`config.mk`:
```
export PLATFORM = sky130hd
export DESIGN_NAME = dfilt_update_filter
export DESIGN_NICKNAME = d
export VERILOG_FILES = /design/src/rtl/dfilt_pkg.sv /design/src/rtl/dfilt_compare.sv /design/src/rtl/dfilt_persist.sv /design/src/rtl/dfilt_display.sv /design/src/rtl/dfilt_update_filter.sv
export SDC_FILE = /design/constraint.sdc
export NUM_CORES = 1
export LEC_CHECK = 0
export ABC_AREA = 1
export BUFFER_PORTS_ARGS = -buffer_cell sky130_fd_sc_hd__buf_2
export CORE_ASPECT_RATIO = 1.4
export CORE_UTILIZATION = 35
export CTS_BUF_LIST = sky130_fd_sc_hd__clkbuf_2
export CTS_CLUSTER_DIAMETER = 200
export DETAILED_ROUTE_END_ITERATION = 10
export HOLD_SLACK_MARGIN = 0.15
export PLACE_DENSITY = 0.69
export SLEW_MARGIN = 20
export SYNTH_ARGS = -nofsm -noshare
export SYNTH_HDL_FRONTEND = slang
export SYNTH_SLANG_ARGS = --single-unit
```
`constraint.sdc`:
```
create_clock -name clk -period 2.6 [get_ports clk]
set_input_delay 0.39 -clock clk [delete_from_list [all_inputs] [get_ports clk]]
set_output_delay 0.39 -clock clk [all_outputs]
set_load 0.02 [all_outputs]
```
`src/rtl/dfilt_pkg.sv`:
```
// Package: shared types for the display update persistence filter.
// Assumes nothing beyond standard SystemVerilog.
package dfilt_pkg;
    // What a strobe did to the persistence state.
    typedef enum logic [1:0] {
        ACT_IDLE  = 2'd0,   // no strobe this cycle
        ACT_MATCH = 2'd1,   // count equal to display, counter cleared
        ACT_COUNT = 2'd2,   // mismatch, counter advanced
        ACT_LOAD  = 2'd3    // display reloaded
    } dfilt_act_e;
endpackage

```
`src/rtl/dfilt_compare.sv`:
```
// Module: bitwise comparison of the new count with the displayed value.
// Assumes both operands are stable in the cycle the strobe is sampled.
module dfilt_compare #(
    parameter int DATA_W = 24
) (
    input  logic [DATA_W-1:0] count_i,
    input  logic [DATA_W-1:0] disp_i,
    output logic              differ_o
);
    logic [DATA_W-1:0] diff_bits;

    // Per-bit difference reduced to a single mismatch flag.
    always_comb begin
        diff_bits = count_i ^ disp_i;
        differ_o  = |diff_bits;
    end
endmodule

```
`src/rtl/dfilt_persist.sv`:
```
// Module: persistence counter that decides when the display may reload.
// Assumes strobe_i is a single-cycle pulse and primed_i tells whether
// the display has held a measured value since reset.
module dfilt_persist
    import dfilt_pkg::*;
#(
    parameter int CONF_W = 4
) (
    input  logic              clk,
    input  logic              rst_n,
    input  logic              strobe_i,
    input  logic              differ_i,
    input  logic              primed_i,
    input  logic [CONF_W-1:0] confirm_n_i,
    output logic              fire_o,
    output dfilt_act_e        act_o
);
    logic [CONF_W-1:0] cnt_q;
    logic [CONF_W:0]   cnt_inc;
    logic              reach;
    logic [CONF_W-1:0] cnt_sat;

    // Next count and the confirmation test against the threshold.
    always_comb begin
        cnt_inc = {1'b0, cnt_q} + {{CONF_W{1'b0}}, 1'b1};
        reach   = cnt_inc >= {1'b0, confirm_n_i};
        cnt_sat = (&cnt_q) ? cnt_q : cnt_inc[CONF_W-1:0];
    end

    // Classify the strobe: first load, confirmed load, advance or clear.
    always_comb begin
        if (!strobe_i)                  act_o = ACT_IDLE;
        else if (!primed_i)             act_o = ACT_LOAD;
        else if (!differ_i)             act_o = ACT_MATCH;
        else if (reach)                 act_o = ACT_LOAD;
        else                            act_o = ACT_COUNT;
        fire_o = (act_o == ACT_LOAD);
    end

    // Counter register: advance on mismatch, clear on match or load.
    always_ff @(posedge clk) begin
        if (!rst_n) begin
            cnt_q <= '0;
        end else begin
            case (act_o)
                ACT_COUNT: cnt_q <= cnt_sat;
                ACT_MATCH,
                ACT_LOAD:  cnt_q <= '0;
                default:   cnt_q <= cnt_q;
            endcase
        end
    end

    AST_MATCH_CLEARS: assert property (@(posedge clk) disable iff (!rst_n)
        (strobe_i && primed_i && !differ_i) |=> (cnt_q == '0));

    AST_MISMATCH_ADVANCES: assert property (@(posedge clk) disable iff (!rst_n)
        (strobe_i && primed_i && differ_i && !fire_o) |=> (cnt_q == CONF_W'($past(cnt_q) + 1'b1)));

    AST_LOAD_CLEARS: assert property (@(posedge clk) disable iff (!rst_n)
        fire_o |=> (cnt_q == '0));

    AST_NO_WRAP: assert property (@(posedge clk) disable iff (!rst_n)
        (strobe_i && primed_i && differ_i && (cnt_q >= confirm_n_i)) |-> fire_o);
endmodule

```
`src/rtl/dfilt_display.sv`:
```
// Module: display register with its load pulse and a primed flag.
// Assumes fire_i is asserted for one cycle per accepted measurement.
module dfilt_display #(
    parameter int DATA_W = 24
) (
    input  logic              clk,
    input  logic              rst_n,
    input  logic              fire_i,
    input  logic [DATA_W-1:0] count_i,
    output logic [DATA_W-1:0] disp_o,
    output logic              load_o,
    output logic              primed_o
);
    // Display value, load pulse and first-load flag.
    always_ff @(posedge clk) begin
        if (!rst_n) begin
            disp_o   <= '0;
            load_o   <= 1'b0;
            primed_o <= 1'b0;
        end else begin
            load_o <= fire_i;
            if (fire_i) begin
                disp_o   <= count_i;
                primed_o <= 1'b1;
            end
        end
    end

    AST_HOLD_WITHOUT_FIRE: assert property (@(posedge clk) disable iff (!rst_n)
        ($past(rst_n) && !$past(fire_i)) |-> $stable(disp_o));
endmodule

```
`src/rtl/dfilt_update_filter.sv`:
```
// Module: top of the display update persistence filter.
// Wires the comparator, the persistence counter and the display register.
// Assumes count_i is frozen while strobe_i is high and that strobe_i is a
// single-cycle pulse from the measurement sequencer.
module dfilt_update_filter
    import dfilt_pkg::*;
#(
    parameter int DATA_W = 24,
    parameter int CONF_W = 4
) (
    input  logic              clk,
    input  logic              rst_n,
    input  logic              strobe_i,
    input  logic [DATA_W-1:0] count_i,
    input  logic [CONF_W-1:0] confirm_n_i,
    output logic [DATA_W-1:0] disp_o,
    output logic              disp_load_o
);
    logic       differ;
    logic       primed;
    logic       fire;
    dfilt_act_e act;

    dfilt_compare #(.DATA_W(DATA_W)) cmp_i (
        .count_i (count_i),
        .disp_i  (disp_o),
        .differ_o(differ)
    );

    dfilt_persist #(.CONF_W(CONF_W)) pers_i (
        .clk        (clk),
        .rst_n      (rst_n),
        .strobe_i   (strobe_i),
        .differ_i   (differ),
        .primed_i   (primed),
        .confirm_n_i(confirm_n_i),
        .fire_o     (fire),
        .act_o      (act)
    );

    dfilt_display #(.DATA_W(DATA_W)) disp_reg_i (
        .clk     (clk),
        .rst_n   (rst_n),
        .fire_i  (fire),
        .count_i (count_i),
        .disp_o  (disp_o),
        .load_o  (disp_load_o),
        .primed_o(primed)
    );

    AST_FIRST_LOAD: assert property (@(posedge clk) disable iff (!rst_n)
        (strobe_i && !primed) |=> disp_load_o);

    AST_LOAD_NEEDS_STROBE: assert property (@(posedge clk) disable iff (!rst_n)
        disp_load_o |-> ($past(rst_n) && $past(strobe_i)));

    AST_LOAD_TAKES_COUNT: assert property (@(posedge clk) disable iff (!rst_n)
        disp_load_o |-> (disp_o == $past(count_i)));

    AST_ACT_LEGAL: assert property (@(posedge clk) disable iff (!rst_n)
        (act == ACT_IDLE) |-> !fire);
endmodule

```
* Word-level counts from Yosys, hierarchy flattened
Cells that the tools add are included.
** Storage, ports and cells
- Output and inout port bits :: 25
- Latch bits :: 0
- Bits in read-only memories :: 0
- Memories kept :: 0
- Register bits :: 30
- RAM bits :: 0
- Bits of input ports :: 31
- Word-level logic and storage cells :: 22
** Operators by class
- Bitwise operators :: 1
- Add/sub/neg operators :: 1
- Divide/modulo/power cells :: 0
- $mul :: 0
- Shifts and indexed selects :: 0
- Reductions and logical operators :: 5
- Equality and inequality tests :: 4
- Magnitude comparators :: 1
- Multiplexer cells :: 6
** Operators with widths (number)
- 24-bit OR reduction :: 1
- 24-bit bitwise XOR :: 1
- 4-bit one-hot mux with 2 select lines :: 1
- 2-bit 2-to-1 mux :: 3
- 4-bit by 1-bit adder with 5-bit output, second input constant :: 1
- 5-bit by 4-bit >= comparator with 1-bit output :: 1
- 2-bit equality test, second input constant :: 2
- 4-bit 2-to-1 mux :: 1
- 4-bit AND reduction :: 1
- 2-bit by 1-bit equality test with 1-bit output, second input constant :: 1
- 2-bit inequality test, second input constant :: 1
- 2-bit AND reduction :: 1
- 2-bit nonzero test :: 1
- 2-bit OR reduction :: 1
- 1-bit 2-to-1 mux :: 1

* Longest topological paths before layout
Gate-level depths: netlist of run 1.
- Depth in word-level cells :: 10
- Gate-level depth with buffers :: 13
- Gate-level depth less buffers :: 12

* By module
Synthesis of run 1 repeated with hierarchy kept, for this count alone.
** Unflattened totals
- Cells, all modules :: 341
- Area total of the unflattened synthesis :: 1901.8 um^2
** By module, submodules not included
- dfilt_display :: seq. area each 520.5 um^2, area each 1031.0 um^2, times used 1, cells each 158
- dfilt_compare :: seq. area each 0.0 um^2, area each 480.5 um^2, times used 1, cells each 125
- dfilt_persist :: seq. area each 80.1 um^2, area each 390.4 um^2, times used 1, cells each 58

* Worst setup path after synthesis of run 1
No wires, ideal clock.
- Path type :: register to register
- Start :: register pers_i.cnt_q[0]
- End :: register disp_reg_i.disp_o[10]
- Path slack :: 0.728 ns
- Setup time :: 0.110 ns
- Required time :: 2.490 ns
- Clock period less this slack :: 1.872 ns
- Buffers on the path :: 1
- Cell stages (with the launch flop) :: 14
- Arrival time :: 1.762 ns
- Cells stage by stage :: dfxtp_1 ha_1 ha_1 o21ai_0 nand2_1 nand2_1 nand2_1 a21oi_1 nand2_2 nand3_4 buf_4 nand2_1 inv_2 nor2_1
** On the way
- Cells in the longest elaborated chain, start to end :: 7
** Ends and longest elaborated chain
- start: declaration :: RTL line dfilt_persist.sv:18 : logic [CONF_W-1:0] cnt_q;
- start signal: assignment :: RTL line dfilt_persist.sv:46 : ACT_COUNT: cnt_q <= cnt_sat;
- start signal: assignment :: RTL line dfilt_persist.sv:49 : default: cnt_q <= cnt_q;
- 4-bit by 1-bit adder with 5-bit output :: RTL line dfilt_persist.sv:25 : cnt_inc = {1'b0, cnt_q} + {{CONF_W{1'b0}}, 1'b1};
- 5-bit by 4-bit >= comparator with 1-bit output :: RTL line dfilt_persist.sv:26 : reach = cnt_inc >= {1'b0, confirm_n_i};
- 1-bit 2-to-1 mux :: RTL line dfilt_persist.sv:35 : else if (reach) act_o = ACT_LOAD;
- 2-bit 2-to-1 mux :: RTL line dfilt_persist.sv:34 : else if (!differ_i) act_o = ACT_MATCH;
- 2-bit 2-to-1 mux :: RTL line dfilt_persist.sv:33 : else if (!primed_i) act_o = ACT_LOAD;
- 2-bit 2-to-1 mux :: RTL line dfilt_persist.sv:32 : if (!strobe_i) act_o = ACT_IDLE;
- 2-bit equality test :: RTL line dfilt_persist.sv:37 : fire_o = (act_o == ACT_LOAD);
- end signal: assignment :: RTL line dfilt_display.sv:23 : disp_o <= count_i;
- end: declaration :: RTL line dfilt_display.sv:10 : output logic [DATA_W-1:0] disp_o,
No other way between the ends.
A chain may end at the register's enable or synchronous reset.

* Worst setup path in the final report of run 1
- Start :: register pers_i.cnt_q[0]
- End :: register disp_reg_i.disp_o[13]
The elaborated chain is that of the path after synthesis.

==> results of run 1 <==
-- kinds of logic after synthesis --
kind of cell,count (synthesis)
AND/OR/NAND/NOR,205
flip-flops,30
adder cells (fa/ha/maj),5
buffers and inverters,94
XOR/XNOR,3
AO/OA/AOI/OAI,8
-- per-layer routing --
layer  wire [um]  GRT usage [%]
met1        2140           22.1
met3         229           2.90
met2        2360           29.0
met4          73           7.07
met5           0              0
-- sequential cells by signal, indices dropped and copies added (netlist names) --
name	flops
disp_reg_i.disp_o	24
disp_reg_i.load_o	1
pers_i.cnt_q	4
disp_reg_i.primed_o	1
-- per-stage QoR --
| step | std cells | area (um2) | power [mW] |
|---|---|---|---|
| floorplan | 345 | 1960 | 0.779 |
| global placement | 456 | 2270 | 0.869 |
| detailed placement | 456 | 2270 | 0.878 |
| CTS | 464 | 2340 | 1.22 |
| global route | 464 | 2340 | 1.29 |
| finish | 464 | 2340 | 1.20 |
-- layout make-up --
class                   count  area share (%)
well taps                  66            3.53
inverters                  82            13.2
multi-input cells         221            42.4
clock buffers               5            1.07
repair buffers             57            12.4
clock inverters             3            1.71
flip-flops and latches     30            25.7
-- cells in the mapped netlist (all sizes together) --
library cell,instances,area share (%)
nor2,40,7.7
dfxtp,30,31
nand4,25,8.3
nand3,8,2.7
inv,82,16
o21ai,1,0.26
xnor2,1,0.45
buf,6,1.7
xor2,2,0.90
clkbuf,6,1.2
nand2,132,25
ha,5,3.2
a21oi,7,1.8
-- path summary, 6_finish.rpt --
check | from | end | slack [ns]
min | count_i[21] | disp_reg_i.disp_o[21] | 0.35
min reg2reg | disp_reg_i.primed_o | disp_reg_i.primed_o | 0.51
max | pers_i.cnt_q[0] | disp_reg_i.disp_o[13] | 0.34
max reg2reg | pers_i.cnt_q[0] | disp_reg_i.disp_o[13] | 0.34
-- power by group through the flow --
stage / clock network [mW] / logic [mW] / registers, mW
6_report: 0.336 / 0.337 / 0.530
3_5_place_dp: 0 / 0.339 / 0.539
5_1_grt: 0.373 / 0.387 / 0.535
4_1_cts: 0.350 / 0.340 / 0.530
2_1_floorplan: 0 / 0.200 / 0.578
3_3_place_gp: 0 / 0.330 / 0.538
-- worst min-delay path, delay by kind of cell --
family	cells	cell delay, ns
buffers and inverters	2	0.12
and+or+nand+nor	3	0.20
==> impl_results.md, run 1 <==
- CTS Buffer Depth: 2
- CP Class: reg -> reg
- Initial antenna violation count: 0
- Initial core utilization: 37.1%
- RSZ-0062 raised after global routing: no
- WP depth: 12
- Reg power frac: 44.0%
- Total track usage: 17.5%
- Sequential share of the synthesized area: 30.7%
- Hold Path Depth: 5
- Share of cells above drive strength 1: 26.4%
- Post-synth net total: 381
- Post-DR wirelength/cell: 10.3 um
- Fin Hold WS: 0.352 ns
- Slew Limit Fails: 0
- VDD IR max: 213 uV
- Synth Area in Simple Gates: 44.1%
- CP top delay family: simple AND/OR/NAND/NOR gates
- Clk slew on worst S/H paths: 0.19 ns
- CP Max Fanout: 25
- H-tree levels: 2
- Overall routed net length: 4800 um
- Nets@finish: 433
- XOR/XNOR share of the synthesized area: 1.34%
- Reg area: 601 um2
- FF-to-FF path depth: 12
- Syn Inst Count: 345
- Average vias per placed instance: 4.57
- NetSw: 0.426 mW
- Setup WS pre-CTS: 0.363 ns
- Critical path arrival: 2.52 ns
- Adder-Cell Fraction of Synth Area: 3.20%
- Max cap viols: 0
- Worst slew margin: 60.9%
- Post-synthesis compound-gate area fraction: 2.05%
- Most frequent cells in the layout: 131 x nand2_1, 55 x buf_2, 45 x inv_1, 40 x nor2_1, 37 x inv_2
- Nature of the critical path startpoint: flop
- I/O pin count: 56
- Syn Area/Cell: 5.67 um2
- Core ar.: 5280 um2
- Synthesized area: 1960 um2
- Netlist cell types: 19
- Clk root buf: clkbuf_2
- Post-CTS setup buffers: 0
- Worst EP required: 2.86 ns
- Most frequent CP cell: nand2_1
- Initial detailed-routing violation count: 56
- Chip height: 90.4 um
- Largest family of logic cells by synthesized area: simple AND/OR/NAND/NOR gates
- Leak Pwr: 1.46 nW
- GR Overflow Total: 0
- Fill count: 593
- Largest net degree at the start of global routing: 32
- Final Hold Viols: 0
- Status: complete, no violations
- Fin crit share: 87.1%
- Critical Path Slowest Stage Cell: dfxtp_1
- Smallest setup slack after layout: 0.337 ns
- Final Setup Violations: 0
- Worst skew pair latency: 0.37 ns
- Slew @ Worst Pin: 0.587 ns
- Pwr Density: 515 nW/um2
- Multi-input gate area: 992 um2
- Die Area: 5890 um2
- Die width: 65.2 um
- Routability cong.: 0.795
- Hold Path Class: in -> reg
- TNS Setup: 0 ns
- Ys Warns: 0
- CTS tree: done
- Slowest cell delay on critical path: 0.44 ns
- Mux share of post-synthesis cell area: 0%
- P_int: 0.778 mW
- Routed Antenna Nets: 0
- Commonest non-fill, non-tap cell in the layout: nand2_1
- Wire length of the first global-routing pass: 8380 um
- Post-CTS resize count: 0
- Initial DRT Pass Iterations: 4
- CP endpoint kind: flop
- Switching share of power: 35.4%
- HPWL Detailed: 3560 um
- Total number of vias: 2121
- CTS Sinks: 30
- Vias in the first global route: 2028
- Combinational share of power: 28.0%
- Post-Route Skew: 0.0337 ns
- Number of synthesized register bits: 30
- Core Util, Final: 44.3%
- Crit path buf inv count: 1
- Port buffer count: 55
- DRC: 0
- Min Tclk post-route: 2.26 ns
- Area delta synth->final: 19.6%
- Site Rows: 31
- FMAX: 442 MHz
- Antenna diodes: 0
- Clock network fraction of design power: 27.9%
- Hold-fix buffers, CTS: 0
- Clock buffer count from CTS: 5
- Worst path cell trace: ha_1 -> ha_1 -> o21ai_0 -> nand2_1 -> nand2_1 -> nand2_1 -> a21oi_1 -> nand2_2 -> nand3_4 -> nand2_1 -> inv_1 -> nor2_1
Note: power is estimated with default switching activity, not from simulation.
==> run 2: changes to the inputs <==
--- a/config.mk
+++ b/config.mk
@@ -9,11 +9,11 @@
 export BUFFER_PORTS_ARGS = -buffer_cell sky130_fd_sc_hd__buf_2
 export CORE_ASPECT_RATIO = 1.4
 export CORE_UTILIZATION = 35
-export CTS_BUF_LIST = sky130_fd_sc_hd__clkbuf_2
+export CTS_BUF_LIST = sky130_fd_sc_hd__clkbuf_4
 export CTS_CLUSTER_DIAMETER = 200
 export DETAILED_ROUTE_END_ITERATION = 10
 export HOLD_SLACK_MARGIN = 0.15
-export PLACE_DENSITY = 0.69
+export PLACE_DENSITY = 0.58
 export SLEW_MARGIN = 20
 export SYNTH_ARGS = -nofsm -noshare
 export SYNTH_HDL_FRONTEND = slang
==> run 2 against run 1 <==
Net effect:
- maximum frequency up 2.3%
- sequential power about the same
- cell count down 0.22%
- global-route usage down 0.38 points
- setup slack better by 0.051 ns
- critical path depth unchanged
- clock skew down 0.030 ns
- clock power up 7.4%
- via count down 3.7%
- die area unchanged
- first-iteration DRC count up 68%
- critical path type unchanged
==> impl_results.md, run 2 (synthesis results as in run 1) <==
- H-tree levels: 2 (unchanged)
- Site Rows: 31 (unchanged)
- Max FFs per register: 24 (unchanged)
- DRC: 0 (unchanged)
- Die Area: 5890 um2 (unchanged)
- Tot Pwr: 1.22 mW (+1.7%)
- Vias in the first global route: 1904 (-6.1%)
- Fin Hold WS: 0.416 ns (+0.0643 ns)
- Final Hold Viols: 0 (unchanged)
- Chip height: 90.4 um (unchanged)
- Post-Route Skew: 0.00412 ns (-0.0296 ns)
- Most frequent cells in the layout: 131 x nand2_1, 55 x buf_2, 45 x inv_1, 40 x nor2_1, 37 x inv_2
- Nature of the critical path startpoint: flop
- I/O pin count: 56 (unchanged)
- Critical path arrival: 2.45 ns (-0.07 ns)
- RSZ-0062 raised after global routing: no
- Min Tclk post-route: 2.21 ns (-0.0508 ns)
- Wire length of the first global-routing pass: 8000 um (-4.5%)
- Share of cells above drive strength 1: 25.9% (-0.44 points)
- Area delta synth->final: 19.9%
- TNS Setup: 0 ns (unchanged)
- Worst EP required: 2.83 ns (-0.03 ns)
- Routed Antenna Nets: 0 (unchanged)
- Post-DR wirelength/cell: 10.2 um (-1.8%)
- Largest regs: disp_reg_i.disp_o: 24 flops, pers_i.cnt_q: 4 flops
- Reg area: 601 um2 (unchanged)
- Largest net degree at the start of global routing: 32 (unchanged)
- Pwr Density: 522 nW/um2 (+1.5%)
- Port buffer count: 55 (unchanged)
- Post-CTS setup buffers: 0 (unchanged)
- Core ar.: 5280 um2 (unchanged)
- Fin crit share: 85.1% (-2.0 points)
- Post-CTS resize count: 0 (unchanged)
- Nets@finish: 433 (unchanged)
- Total track usage: 17.2% (-0.38 points)
- Leak Pwr: 1.46 nW (-0.27%)
- Slew Limit Fails: 0 (unchanged)
- Initial antenna violation count: 0 (unchanged)
- Overall routed net length: 4700 um (-2.0%)
- FMAX: 452 MHz (+2.3%)
- Antenna diodes: 0 (unchanged)
- GR Overflow Total: 0 (unchanged)
- Average vias per placed instance: 4.41 (-3.5%)
- Worst skew pair latency: 0.32 ns (-0.05 ns)
- Status: complete, no violations
- Clk root buf: clkbuf_4
- Hold Path Class: in -> reg
- CP endpoint kind: flop
- Total number of vias: 2043 (-3.7%)
- CTS Buffer Depth: 2 (unchanged)
- CP Max Fanout: 25 (unchanged)
- Die width: 65.2 um (unchanged)
- CTS tree: done
- Most flops, register: disp_reg_i.disp_o
- Max cap viols: 0 (unchanged)
- Smallest setup slack after layout: 0.387 ns (+0.0508 ns)
- HPWL Detailed: 3410 um (-4.2%)
- CTS Sinks: 30 (unchanged)
- Fill count: 605 (+2.0%)
- Multi-input gate area: 992 um2 (unchanged)
- Final Setup Violations: 0 (unchanged)
- Slew @ Worst Pin: 0.587 ns (+0.000482 ns)
- Clock buffer count from CTS: 5 (unchanged)
- Clk slew on worst S/H paths: 0.10 ns (-0.09 ns)
- Worst slew margin: 60.8% (about the same)
- Initial core utilization: 37.1% (unchanged)
- Initial detailed-routing violation count: 94 (+68%)
- Initial DRT Pass Iterations: 4 (unchanged)
- CP Class: reg -> reg
- Commonest non-fill, non-tap cell in the layout: nand2_1
- Routability cong.: 0.744 (-6.5%)
- Hold-fix buffers, CTS: 0 (unchanged)
- VDD IR max: 280 uV (+31%)
- Setup WS pre-CTS: 0.385 ns (+0.0222 ns)
==> run 2: cell types whose count changed in the layout (fill, tap and decap cells not counted) <==
| cell | change |
|---|---|
| clkbuf_4 | +5 |
| clkinv_2 | -2 |
| clkbuf_2 | -5 |
| clkinv_1 | +1 |
==> run 2: worst max-delay path, stage by stage, from the launching register on <==
cell     delay, ns
dfxtp_1       0.36
ha_1          0.32
ha_1          0.27
o21ai_0       0.08
nand2_1       0.07
nand2_1       0.05
nand2_1       0.04
a21oi_1       0.14
nand2_2       0.22
nand3_4       0.35
nand2_1       0.12
inv_2         0.06
nor2_1        0.03
==> run 2: area by class of cell <==
type                            instances  share of cell area, %
Tap cell                               66                   3.52
Clock buffer                            5                   1.60
Sequential cell                        30                   25.6
Clock inverter                          2                   1.44
Inverter                               82                   13.1
Multi-Input combinational cell        221                   42.3
Timing Repair Buffer                   57                   12.4
==> run 2: per-stage QoR <==
step           area [um2]  std cells  util, %
6_report             2340        463     44.4
5_1_grt              2340        463     44.4
4_1_cts              2340        463     44.4
3_5_place_dp         2270        456     43.1
3_3_place_gp         2270        456     43.1
2_1_floorplan        1960        345        -
==> run 2: final timing paths <==
kind	from	endpoint	slack, ns	depth (start not counted)
hold reg to reg	disp_reg_i.primed_o	disp_reg_i.primed_o	0.49	2
setup reg to reg	pers_i.cnt_q[0]	disp_reg_i.disp_o[3]	0.39	12
setup / recovery	pers_i.cnt_q[0]	disp_reg_i.disp_o[3]	0.39	12
hold / removal	count_i[9]	disp_reg_i.disp_o[9]	0.42	5
==> run 2: layer usage <==
metal  vias up  wire length, um  global-route usage (%)
li1       1123                -                       -
met3         9              197                    3.54
met2        48             2240                    28.9
met1       863             2140                    20.7
met4         0              122                    6.88
met5         -                0                       0
==> run 2: report_power, final <==
part / internal (mW) / switching (mW) / leakage, nW
clock network: 0.194 / 0.166 / 0.0387
registers: 0.497 / 0.0317 / 0.248
logic: 0.120 / 0.215 / 1.17
==> run 3: changes to the inputs <==
--- a/config.mk
+++ b/config.mk
@@ -13,7 +13,7 @@
 export CTS_CLUSTER_DIAMETER = 200
 export DETAILED_ROUTE_END_ITERATION = 10
 export HOLD_SLACK_MARGIN = 0.15
-export PLACE_DENSITY = 0.58
+export PLACE_DENSITY_LB_ADDON = 0.25
 export SLEW_MARGIN = 20
 export SYNTH_ARGS = -nofsm -noshare
 export SYNTH_HDL_FRONTEND = slang
==> run 3 against run 2 <==
Net effect:
- sequential share of layout area grew 0.21 points
- largest power group unchanged
- core utilization shrank 0.36 points
- global-route usage shrank 0.26 points
- sequential power is essentially flat
- combinational power is essentially flat
- die area is the same
- first-iteration DRC count shrank 27%
==> impl_results.md, run 3 (synthesis results as in run 1) <==
- Status: complete, no violations
- Clk slew on worst S/H paths: 0.10 ns (about the same)
- Critical path arrival: 2.32 ns (-0.13 ns)
- GR Layer Usage met3: 4.04% (+0.51 points)
- HPWL Detailed: 3290 um (-3.8%)
- Routing usage on met2: 27.7% (-1.1 points)
- Die Area: 5890 um2 (unchanged)
- Clk root buf: clkbuf_4
- Chip height: 90.4 um (unchanged)
- Initial core utilization: 37.1% (unchanged)
- Fin crit share: 80.0% (-5.1 points)
- Final Setup Violations: 0 (unchanged)
- Post-Route Skew: 0.00701 ns (+0.00289 ns)
- Slew Limit Fails: 0 (unchanged)
- Slew @ Worst Pin: 0.613 ns (+0.0254 ns)
- Post-CTS resize count: 0 (unchanged)
- Total track usage: 16.9% (-0.26 points)
- Nets@finish: 433 (unchanged)
- Overall routed net length: 4640 um (-1.3%)
- Wire length of the first global-routing pass: 7770 um (-2.9%)
- I/O pin count: 56 (unchanged)
- CTS Buffer Depth: 2 (unchanged)
- Die width: 65.2 um (unchanged)
- H-tree levels: 2 (unchanged)
- Largest net degree at the start of global routing: 32 (unchanged)
- CTS tree: done
- Average vias per placed instance: 4.40 (-0.20%)
- Most frequent cells in the layout: 131 x nand2_1, 55 x buf_2, 45 x inv_1, 40 x nor2_1, 37 x inv_2
- Leak Pwr: 1.45 nW (-0.45%)
- Max cap viols: 0 (unchanged)
- Post-CTS setup buffers: 0 (unchanged)
- Fin Hold WS: 0.409 ns (-0.00703 ns)
- DRC: 0 (unchanged)
- Final Hold Viols: 0 (unchanged)
- Worst EP required: 2.84 ns (about the same)
- Antenna diodes: 0 (unchanged)
- Worst slew margin: 59.1% (-1.7 points)
- RSZ-0062 raised after global routing: no
- Routability cong.: 0.788 (+5.9%)
- Pwr Density: 493 nW/um2 (-5.6%)
- CP endpoint kind: flop
- Area delta synth->final: 18.9%
- Post-DR wirelength/cell: 10.0 um (-1.3%)
- Hold Path Class: in -> reg
- Vias in the first global route: 1780 (-6.5%)
- Multi-input gate area: 992 um2 (unchanged)
- Routed Antenna Nets: 0 (unchanged)
- Grt peak-use layer: met2
- Reg area: 601 um2 (unchanged)
- GR Layer Usage met1: 20.6% (-0.17 points)
- Total number of vias: 2039 (-0.20%)
- Share of cells above drive strength 1: 26.2% (+0.25 points)
- FMAX: 481 MHz (+6.3%)
- Initial DRT Pass Iterations: 4 (unchanged)
- GR Overflow Total: 0 (unchanged)
- Min Tclk post-route: 2.08 ns (-0.132 ns)
- Most flops, register: disp_reg_i.disp_o
- Nature of the critical path startpoint: flop
- VDD IR max: 209 uV (-25%)
- Worst skew pair latency: 0.33 ns (about the same)
- Max FFs per register: 24 (unchanged)
- TNS Setup: 0 ns (unchanged)
- Commonest non-fill, non-tap cell in the layout: nand2_1
- Site Rows: 31 (unchanged)
- Clock buffer count from CTS: 5 (unchanged)
- CP Class: reg -> reg
- Initial detailed-routing violation count: 69 (-27%)
- Largest regs: disp_reg_i.disp_o: 24 flops, pers_i.cnt_q: 4 flops
- Fill count: 581 (-4.0%)
- Hold-fix buffers, CTS: 0 (unchanged)
- Initial antenna violation count: 0 (unchanged)
- CTS Sinks: 30 (unchanged)
- CP Max Fanout: 25 (unchanged)
- Port buffer count: 55 (unchanged)
- Core ar.: 5280 um2 (unchanged)
[run 3: cell count changes in the layout (fill, tap and decap cells not counted)]
cell	before	now
clkbuf_4	5	7
bufinv_16	1	0
clkinv_1	1	0
[run 3: final cells by class]
| type | count | area share, % |
|---|---|---|
| Multi-Input combinational cell | 221 | 42.7 |
| Sequential cell | 30 | 25.8 |
| Inverter | 82 | 13.2 |
| Timing Repair Buffer | 57 | 12.5 |
| Tap cell | 66 | 3.55 |
| Clock buffer | 7 | 2.26 |
[run 3: final timing paths]
kind | start | end | slack, ns | cells after the start
setup / recovery | pers_i.cnt_q[0] | disp_reg_i.disp_o[16] | 0.52 | 12
hold / removal | count_i[3] | disp_reg_i.disp_o[3] | 0.41 | 5
setup reg to reg | pers_i.cnt_q[0] | disp_reg_i.disp_o[16] | 0.52 | 12
hold reg to reg | pers_i.cnt_q[1] | pers_i.cnt_q[1] | 0.50 | 2
[run 3: through the flow]
stage | power [mW] | setup slack, ns | std cells | instance area (um2) | utilization [%]
floorplan | 0.779 | 0.728 | 345 | 1960 | -
global placement | 0.872 | 0.566 | 456 | 2270 | 43.1
detailed placement | 0.876 | 0.534 | 456 | 2270 | 43.1
CTS | 1.16 | 0.517 | 463 | 2330 | 44.1
global route | 1.24 | 0.260 | 463 | 2330 | 44.1
finish | 1.15 | 0.519 | 463 | 2330 | 44.1
[run 3: power breakdown]
| group | internal, mW | switching [mW] | total [mW] |
|---|---|---|---|
| sequential | 0.497 | 0.0313 | 0.529 |
| combinational | 0.120 | 0.216 | 0.336 |
| clock | 0.123 | 0.160 | 0.283 |
| total | 0.740 | 0.407 | 1.15 |
[run 3: worst max-delay path, stage by stage, from the launching register on]
cell and delay (ns):
dfxtp_1 0.35, ha_1 0.32, ha_1 0.26, o21ai_0 0.08
nand2_1 0.07, nand2_1 0.06, nand2_1 0.05, a21oi_1 0.15
nand2_2 0.14, nand3_4 0.30, nand2_1 0.11, inv_2 0.06
nor2_1 0.03
[run 3: per-layer routing]
metal | share of wire (%) | wire length [um]
met2 | 47 | 2190
met1 | 46 | 2150
met4 | 1.8 | 84
met5 | 0 | 0
met3 | 4.7 | 217
